--- config.mk ---
export PLATFORM = sky130hd
export DESIGN_NAME = irq_pend_ctrl
export DESIGN_NICKNAME = d
export VERILOG_FILES = /design/src/rtl/irq_pend_ctrl.sv
export SDC_FILE = /design/constraint.sdc
export NUM_CORES = 1
export LEC_CHECK = 0
export ABC_CLOCK_PERIOD_IN_PS = 2180
export CAP_MARGIN = 15
export CORE_ASPECT_RATIO = 1.2
export CORE_MARGIN = 4
export CORE_UTILIZATION = 30
export CTS_BUF_LIST = sky130_fd_sc_hd__clkbuf_8
export CTS_CLUSTER_DIAMETER = 80
export CTS_CLUSTER_SIZE = 8
export DETAILED_ROUTE_END_ITERATION = 8
export DONT_BUFFER_PORTS = 1
export GPL_TIMING_DRIVEN = 0
export MAX_ROUTING_LAYER = met4
export SYNTH_ARGS = -nofsm -noshare
export SYNTH_HDL_FRONTEND = slang
export SYNTH_SLANG_ARGS = --single-unit
--- constraint.sdc ---
create_clock -name clk -period 2.18 [get_ports clk]
set_input_delay 0.436 -clock clk [delete_from_list [all_inputs] [get_ports clk]]
set_output_delay 0.436 -clock clk [all_outputs]
set_load 0.03 [all_outputs]
--- src/rtl/irq_pend_ctrl.sv ---
module irq_pend_ctrl #(
  parameter int NSRC  = 16,
  parameter int VW    = $clog2(NSRC),
  parameter int OVR_A = 12,
  parameter int OVR_B = 13
) (
  input  logic            clk,
  input  logic            rst_n,
  input  logic [NSRC-1:0] src_req,
  input  logic [3:0]      ovr_evt,
  input  logic            glb_en,
  input  logic            bus_sel,
  input  logic            bus_wr,
  input  logic [1:0]      bus_addr,
  input  logic [1:0]      bus_op,
  input  logic [NSRC-1:0] bus_wdata,
  output logic [NSRC-1:0] bus_rdata,
  input  logic            ctx_restore,
  input  logic            instr_done,
  input  logic            ack,
  input  logic [VW-1:0]   ack_vec,
  output logic            irq_req,
  output logic [VW-1:0]   irq_vec
);
  localparam logic [NSRC-1:0] OVR_BITS = (NSRC'(1) << OVR_A) | (NSRC'(1) << OVR_B);
  localparam logic [1:0] OP_WR = 2'd0, OP_AND = 2'd1, OP_OR = 2'd2;

  logic [NSRC-1:0] src_q, pend_q, mask_q;
  logic [3:0]      ovr_q;
  logic            inh_q;

  function automatic logic [NSRC-1:0] apply_op(input logic [NSRC-1:0] cur,
                                               input logic [1:0] op,
                                               input logic [NSRC-1:0] d);
    case (op)
      OP_WR:   return d;
      OP_AND:  return cur & d;
      OP_OR:   return cur | d;
      default: return cur;
    endcase
  endfunction

  wire bus_w    = bus_sel & bus_wr;
  wire wr_pend  = bus_w & (bus_addr == 2'd0);
  wire wr_mask  = bus_w & (bus_addr == 2'd1);
  wire wr_ovr   = bus_w & (bus_addr == 2'd2);

  wire [NSRC-1:0] rise   = src_req & ~src_q & ~OVR_BITS;
  wire            hit_a  = (|ovr_evt[1:0]) & mask_q[OVR_A];
  wire            hit_b  = (|ovr_evt[3:2]) & mask_q[OVR_B];
  wire [NSRC-1:0] hw_set = rise | (NSRC'(hit_a) << OVR_A) | (NSRC'(hit_b) << OVR_B);

  wire [NSRC-1:0] active  = pend_q & mask_q;
  wire [NSRC-1:0] ack_clr = (ack && irq_req) ? (NSRC'(1) << ack_vec) : '0;
  wire [NSRC-1:0] pend_sw = wr_pend ? apply_op(pend_q, bus_op, bus_wdata) : pend_q;
  wire [NSRC-1:0] mask_nx = wr_mask ? apply_op(mask_q, bus_op, bus_wdata) : mask_q;
  wire [3:0]      ovr_clr = wr_ovr ? bus_wdata[3:0] : 4'd0;

  assign irq_req = glb_en & ~inh_q & (|active);

  always_comb begin
    irq_vec = '0;
    for (int i = NSRC - 1; i >= 0; i--)
      if (active[i]) irq_vec = VW'(i);
  end

  always_comb begin
    case (bus_addr)
      2'd0:    bus_rdata = pend_q;
      2'd1:    bus_rdata = mask_q;
      2'd2:    bus_rdata = NSRC'(ovr_q);
      default: bus_rdata = '0;
    endcase
  end

  always_ff @(posedge clk) begin
    if (!rst_n) begin
      src_q  <= src_req;
      pend_q <= '0;
      mask_q <= '0;
      ovr_q  <= '0;
      inh_q  <= 1'b0;
    end else begin
      src_q  <= src_req;
      pend_q <= (pend_sw & ~ack_clr) | hw_set;
      mask_q <= mask_nx;
      ovr_q  <= (ovr_q & ~ovr_clr) | ovr_evt;
      if (ctx_restore)     inh_q <= 1'b1;
      else if (instr_done) inh_q <= 1'b0;
    end
  end
endmodule


==> impl_metrics.env, run 1 <==
export IMPL_hold_path_class="input port to flip-flop"
export IMPL_synth_area_leaders="dfxtp_1 35%, nand2_1 5.9%, mux2i_1 5.5%"
export IMPL_yosys_top_cells_count="51 x dfxtp_1, 46 x nand2_1, 23 x a21oi_1"
export IMPL_gp_congestion=0.951
export IMPL_crit_chain="a222oi_1 > o21ai_0 > a21oi_2 > o31ai_4"
export IMPL_worstReg2RegStart="pend_q[5]$_SDFF_PN0_"
export IMPL_hold_viol_final=0
export IMPL_synth_seq_cells=51
export IMPL_leakage_nw=1.19
export IMPL_drtAntennaViolNets=0
export IMPL_max_stage_delay_ns=0.46
export IMPL_maxCapViolCount=0
export IMPL_synth_edf_count=0
export IMPL_yosys_area_top_type="dfxtp_1"
export IMPL_core_area_um2=9520
export IMPL_gr_usage_all_layers_pct=18.4
export IMPL_tightestPinTransition_ns=0.985
export IMPL_min_path_cells=0
export IMPL_setup_viol=0
export IMPL_antenna_found_initial=0
export IMPL_crit_family="compound AO/OA/AOI/OAI gates"
export IMPL_cts_tree="built"
export IMPL_status="complete, no violations"
export IMPL_drc=0
export IMPL_period_minus_slack_ns=2.12
export IMPL_skew_ns=0.00971
export IMPL_cts_buffers=5
export IMPL_pre_cts_ws_ns=0.0368
export IMPL_num_rows=39
export IMPL_synth_cells=349
export IMPL_finish_net_count=415
export IMPL_peakVddDrop_mv=0.268
export IMPL_drive_gt1_share_pct=11.4
export IMPL_powerDensity_nw_per_um2=583
export IMPL_start_kind="flip-flop"
export IMPL_syn_to_final_growth_pct=12.0
export IMPL_whs_ns=0.141
export IMPL_h_tree_depth=2
export IMPL_crit_buf_inv=0
export IMPL_drv_slew=0
export IMPL_grt_pass1_vias=2882
export IMPL_syn_area_um2=2920
export IMPL_cts_sinks=51
export IMPL_grt_max_degree=15
export IMPL_max_freq_mhz=471
export IMPL_wl_um=10600
export IMPL_cp_arrival_ns=1.69
export IMPL_vias_per_cell=5.93
export IMPL_cp_depth=4
export IMPL_cts_root_buffer="clkbuf_8"
export IMPL_hold_buffers=0
export IMPL_yosys_warnings=0
export IMPL_dr_pass1_iters=5
export IMPL_crit_fanout=4
export IMPL_synth_most_common_cell="dfxtp_1"
export IMPL_fin_util_pct=34.4
export IMPL_vias=2858
export IMPL_cp_end_kind="primary output"
export IMPL_crit_type="flip-flop to primary output"
export IMPL_crit_required_ns=1.74
export IMPL_ys_types=46
export IMPL_die_w_um=98.1
export IMPL_ys_async_sr_fraction_pct=0
export IMPL_timing_rr_end="pend_q[10]$_SDFF_PN0_"
export IMPL_min_from="src_req[11]"
export IMPL_layout_setup_ws_ns=0.0576
export IMPL_die_area_um2=11400
export IMPL_cts_clk_slew_worst_paths_ns=0.10
export IMPL_routedWlPerCell_um=22.0
export IMPL_slowest_stage="a222oi_1"
export IMPL_min_to="src_q[11]$_DFF_P_"
export IMPL_dp_final_hpwl_um=7990
export IMPL_insertion_delay_ns=0.31
export IMPL_syn_area_per_cell_um2=8.37
export IMPL_grt_pass1_wl_um=15800
export IMPL_start_util_pct=30.7
export IMPL_reg2reg_depth=5
export IMPL_grt_ovfl_total=0
export IMPL_drt_iter0_markers=305
export IMPL_n_fill_cell=1012
export IMPL_antenna_cells=0
export IMPL_synth_top_cell_area_share_pct=34.9
export IMPL_die_h_um=116
export IMPL_rrSetupSlack_ns=0.51
export IMPL_fin_crit_sh_pct=97.4
export IMPL_ioPinCount=73
export IMPL_relSlewSlack_pct=33.6
export IMPL_io_buffers=0
export IMPL_cts_max_path_buffers=2
export IMPL_synth_nets=406
export IMPL_ys_flop_type="dfxtp_1"
export IMPL_ys_seq_area_share_pct=34.9
[worst max path at each step]
stage / startpoint / slack (ns) / endpoint
after floorplan: bus_addr[0] / 0.29 / bus_rdata[10]
final: pend_q[9]$_SDFF_PN0_ / 0.06 / irq_vec[0]
after global routing: pend_q[5]$_SDFF_PN0_ / -0.01 / irq_req
after detailed placement: bus_addr[0] / 0.04 / bus_rdata[13]
after global placement: bus_addr[0] / 0.05 / bus_rdata[14]
after CTS: pend_q[5]$_SDFF_PN0_ / 0.01 / irq_req
[routing by layer]
metal | track usage, % | up-vias | wire (um) | part of all wire (%)
met3 | 3.29 | 18 | 972 | 9.2
met1 | 21.7 | 1372 | 4270 | 40
met4 | 7.11 | 0 | 206 | 1.9
li1 | - | 1313 | - | -
met2 | 31.5 | 155 | 5140 | 49
met5 | - | - | 0 | 0
[logic make-up (layout without fill, tap and decap cells)]
kind of cell / count (synthesis) / after routing / synth area share, %
AND/OR/NAND/NOR: 136 / 136 / 26.1
AO/OA/AOI/OAI: 111 / 111 / 26.5
flip-flops: 51 / 51 / 34.9
buffers and inverters: 30 / 40 / 4.84
multiplexers: 16 / 16 / 5.48
adder cells (fa/ha/maj): 5 / 5 / 2.14
[layout make-up]
class                           count  area [um2]  area share (%)
Buffer                             17        98.8            3.02
Clock buffer                        7        96.3            2.94
Clock inverter                      1        3.75           0.115
Inverter                           13        48.8            1.49
Multi-Input combinational cell    268        1840            56.1
Sequential cell                    51        1020            31.2
Tap cell                          123         154            4.70
Timing Repair Buffer                2        15.0           0.459
[worst register-to-register path, cell delays in order, from the launching register on]
cell      delay (ns)
dfxtp_1         0.38
a22oi_1         0.38
and4_1          0.34
a21boi_4        0.09
buf_6           0.18
a211oi_1        0.22
[layout by cell type, fill, tap and decap left out, types with 4 or more instances in the layout]
master,synthesis,layout
nand2b_1,4,4
buf_2,7,6
nor2_2,0,11
clkbuf_1,6,6
clkbuf_8,0,7
nand2_1,46,46
a221oi_1,6,6
mux2i_1,16,16
a211oi_1,13,13
nand3b_1,12,12
nor2_1,20,9
a21boi_0,5,5
o21a_1,6,6
ha_1,5,5
o21ai_0,22,21
o31ai_1,5,4
a22oi_1,10,10
a222oi_1,8,8
dfxtp_1,51,51
a21oi_1,23,21
and2_1,16,16
nor2b_1,12,12
nor4b_1,5,5
inv_1,13,14
[registers in the layout (all words and copies together) (netlist names)]
name	count
src_q	14
ovr_q	4
inh_q	1
mask_q	16
pend_q	16
[through the flow]
stage	cell area [um2]	power, mW	instances	TNS [ns]
final	3270	1.91	482	0
after global routing	3270	1.98	482	-0.00976
after CTS	3200	1.91	480	0
after detailed placement	3080	1.30	472	0
after global placement	3080	1.30	472	0
after floorplan	2920	1.23	349	0
[report_power, final]
part / leakage [nW] / internal (mW) / total (mW) / switching [mW]
logic: 0.710 / 0.100 / 0.282 / 0.182
registers: 0.421 / 0.976 / 1.01 / 0.0378
clock network: 0.0557 / 0.286 / 0.611 / 0.325
total: 1.19 / 1.36 / 1.91 / 0.545
[what timing repair did]
action,CTS,global route
pin swaps,0,1
resized for setup,6,17
endpoints found under the hold margin,0,0
cloned,0,0
setup endpoints to repair,4,15
setup buffers,0,2
Power figures use the tool's default switching activity.
==> inputs of run 2 (changes only) <==
Settings changed: ABC_AREA set to 1.
==> run 2 against run 1 <==
  * The flow now finishes with violations (setup timing)
  * Combinational power fell by 14%
  * Wire length is 20% lower
  * Via count fell by 6.8%
  * Clock power shrank 1%
  * Power down 2.8%
  * Non-clock buffer count decreased by 6
  * Register-to-register slack lost 0.16 ns
  * Cell area fell by 7.8%
  * Clock skew is 0.0030 ns higher
==> impl_metrics.env, run 2 <==
export IMPL_status="complete, but fails checks"
export IMPL_violations="setup timing"
export IMPL_rsz0062_at_grt="yes"
export IMPL_leakage_nw=1.24
export IMPL_grt_max_degree=19
export IMPL_crit_type="flip-flop to primary output"
export IMPL_ys_async_sr_fraction_pct=0
export IMPL_cp_arrival_ns=1.79
export IMPL_vias_per_cell=4.88
export IMPL_min_path_cells=0
export IMPL_ys_seq_area_share_pct=37.6
export IMPL_ys_types=28
export IMPL_period_minus_slack_ns=2.22
export IMPL_powerDensity_nw_per_um2=614
export IMPL_dr_pass1_iters=5
export IMPL_setup_viol=1
export IMPL_fin_crit_sh_pct=102
export IMPL_dp_final_hpwl_um=6650
export IMPL_maxCapViolCount=0
export IMPL_gr_usage_all_layers_pct=16.3
export IMPL_crit_chain="nand2_2 > inv_2 > nand2_1 > nand2_1 > nand2_1 > nand2_1 > nand2_1 > nand2_1 > nand2_1 > nand2_1 > nand2_1 > nand2_1 > nand2_1 > nand2_1 > nand2_2 > a21oi_4"
export IMPL_grt_ovfl_total=0
export IMPL_yosys_area_top_type="dfxtp_1"
export IMPL_syn_to_final_growth_pct=11.0
export IMPL_drtAntennaViolNets=0
export IMPL_grt_pass1_wl_um=12900
export IMPL_drt_iter0_markers=274
export IMPL_placed_area_um2=2870
export IMPL_synth_nets=476
export IMPL_rrSetupSlack_ns=0.35
export IMPL_synth_area_leaders="dfxtp_1 38%, nand2_1 17%, inv_1 9.7%"
export IMPL_endpoint="irq_vec[0]"
export IMPL_synth_top_cell_area_share_pct=37.6
export IMPL_final_common_cell="nand2_1"
export IMPL_h_tree_depth=2
export IMPL_fin_util_pct=34.7
export IMPL_finish_net_count=485
export IMPL_start_util_pct=31.2
export IMPL_crit_top_cell="nand2_1"
export IMPL_max_stage_delay_ns=0.36
export IMPL_die_area_um2=10700
export IMPL_syn_area_per_cell_um2=6.49
export IMPL_reg2reg_depth=12
export IMPL_io_buffers=0
export IMPL_peakVddDrop_mv=0.235
export IMPL_drv_slew=0
export IMPL_synth_edf_count=0
export IMPL_hold_buffers=0
export IMPL_max_freq_mhz=450
export IMPL_wl_um=8450
export IMPL_synth_seq_cells=51
export IMPL_cp_end_kind="primary output"
export IMPL_ioPinCount=73
export IMPL_worstReg2RegStart="mask_q[15]$_SDFFE_PN0P_"
export IMPL_insertion_delay_ns=0.33
export IMPL_layout_setup_ws_ns=-0.0446
export IMPL_gp_congestion=0.881
export IMPL_cts_max_path_buffers=2
export IMPL_cts_clk_slew_worst_paths_ns=0.10
export IMPL_cts_buffers=5
export IMPL_synth_most_common_cell="nand2_1"
export IMPL_hold_viol_final=0
export IMPL_routedWlPerCell_um=15.5
export IMPL_crit_required_ns=1.74
export IMPL_syn_area_um2=2720
export IMPL_startpoint="mask_q[15]$_SDFFE_PN0P_"
export IMPL_start_kind="flip-flop"
export IMPL_antenna_cells=0
export IMPL_yosys_warnings=0
export IMPL_synth_cells=419
export IMPL_die_w_um=94.9
export IMPL_num_rows=37
export IMPL_core_area_um2=8700
export IMPL_hold_path_class="input port to flip-flop"
export IMPL_ys_flop_type="dfxtp_1"
export IMPL_cts_sinks=51
export IMPL_skew_ns=0.0127
export IMPL_timing_rr_end="pend_q[10]$_SDFF_PN0_"
export IMPL_crit_family="simple AND/OR/NAND/NOR gates"
export IMPL_relSlewSlack_pct=46.2
export IMPL_cp_depth=16
export IMPL_final_cell_mix="122 x nand2_1, 69 x inv_1, 48 x dfxtp_1"
export IMPL_grt_pass1_vias=2520
export IMPL_crit_fanout=3
export IMPL_tightestPinTransition_ns=0.822
export IMPL_drive_gt1_share_pct=8.86
export IMPL_cts_tree="built"
export IMPL_antenna_found_initial=0
export IMPL_reg_top3="mask_q (16), pend_q (16), src_q (14)"
export IMPL_yosys_top_cells_count="124 x nand2_1, 70 x inv_1, 51 x dfxtp_1"
export IMPL_crit_buf_inv=1
export IMPL_fin_area_um2=3020
export IMPL_drc=0
export IMPL_die_h_um=112
export IMPL_slowest_stage="dfxtp_2"
export IMPL_cts_root_buffer="clkbuf_8"
export IMPL_vias=2665
-- run 2: changes by cell type in the layout (fill, tap and decap cells not counted), moves of 9 or more --
cell	before	now
nand3b_1	12	0
a22oi_1	10	0
inv_1	14	69
a21oi_1	21	43
nand2_1	46	122
and2_1	16	0
o21ai_0	21	43
mux2i_1	16	0
o21ai_1	1	10
nor2b_1	12	0
o22ai_1	0	16
a211oi_1	13	0
-- run 2: logic make-up after synthesis --
| kind of cell | after synthesis | share of synthesized area, % |
|---|---|---|
| compound gates | 123 | 24.6 |
| fa+ha+maj | 5 | 2.30 |
| buf+inv | 85 | 12.1 |
| flops | 51 | 37.6 |
| simple gates | 155 | 23.5 |
-- run 2: worst min-delay path by stage --
stage,startpoint,end
floorplan,ovr_q[0]$_SDFF_PN0_,ovr_q[0]$_SDFF_PN0_
global placement,src_req[10],src_q[10]$_DFF_P_
detailed placement,src_req[9],src_q[9]$_DFF_P_
CTS,src_req[14],src_q[14]$_DFF_P_
global route,src_req[15],src_q[15]$_DFF_P_
finish,src_req[14],src_q[14]$_DFF_P_
-- run 2: repair_timing --
action                     4_1_cts  5_1_grt
pin swaps                        0        2
gates resized for setup          4       10
buffers inserted                 0        1
setup endpoints to repair        2        4
-- run 2: cell type report --
| type | instances | area, um2 |
|---|---|---|
| Buffer | 11 | 50.0 |
| Clock buffer | 5 | 68.8 |
| Clock inverter | 3 | 27.5 |
| Fill cell | 1002 | 5690 |
| Inverter | 74 | 278 |
| Multi-Input combinational cell | 283 | 1410 |
| Sequential cell | 51 | 1020 |
| Tap cell | 117 | 146 |
| Timing Repair Buffer | 2 | 15.0 |
-- run 2: through the flow --
stage	std cells	setup slack [ns]	total power [mW]	setup TNS [ns]	hold WS, ns
5_1_grt	546	-0.171	1.93	-0.202	0.112
3_5_place_dp	537	0.00326	1.26	0	0.464
2_1_floorplan	419	0.172	1.20	0	0.450
3_3_place_gp	536	-0.0806	1.26	-0.0806	0.464
6_report	546	-0.0446	1.85	-0.0446	0.129
4_1_cts	545	-0.116	1.86	-0.116	0.121
-- run 2: metal layers --
layer / vias to the layer above / GRT usage (%) / part of all wire [%]
li1: 1367 / - / -
met5: - / - / 0
met1: 1178 / 19.8 / 42
met2: 103 / 25.0 / 47
met3: 17 / 4.22 / 8.4
met4: 0 / 7.70 / 2.8
-- run 2: worst register-to-register path, delay by kind of cell (launching register included) --
kind | cells | cell delay (ns)
compound gates | 1 | 0.05
buf+inv | 2 | 0.21
flops | 1 | 0.36
simple gates | 9 | 1.09
-- run 2: power breakdown --
group	internal [mW]	switching, mW	total [mW]
registers	0.979	0.0255	1.00
logic	0.0712	0.172	0.243
clock network	0.239	0.366	0.604
total	1.29	0.563	1.85
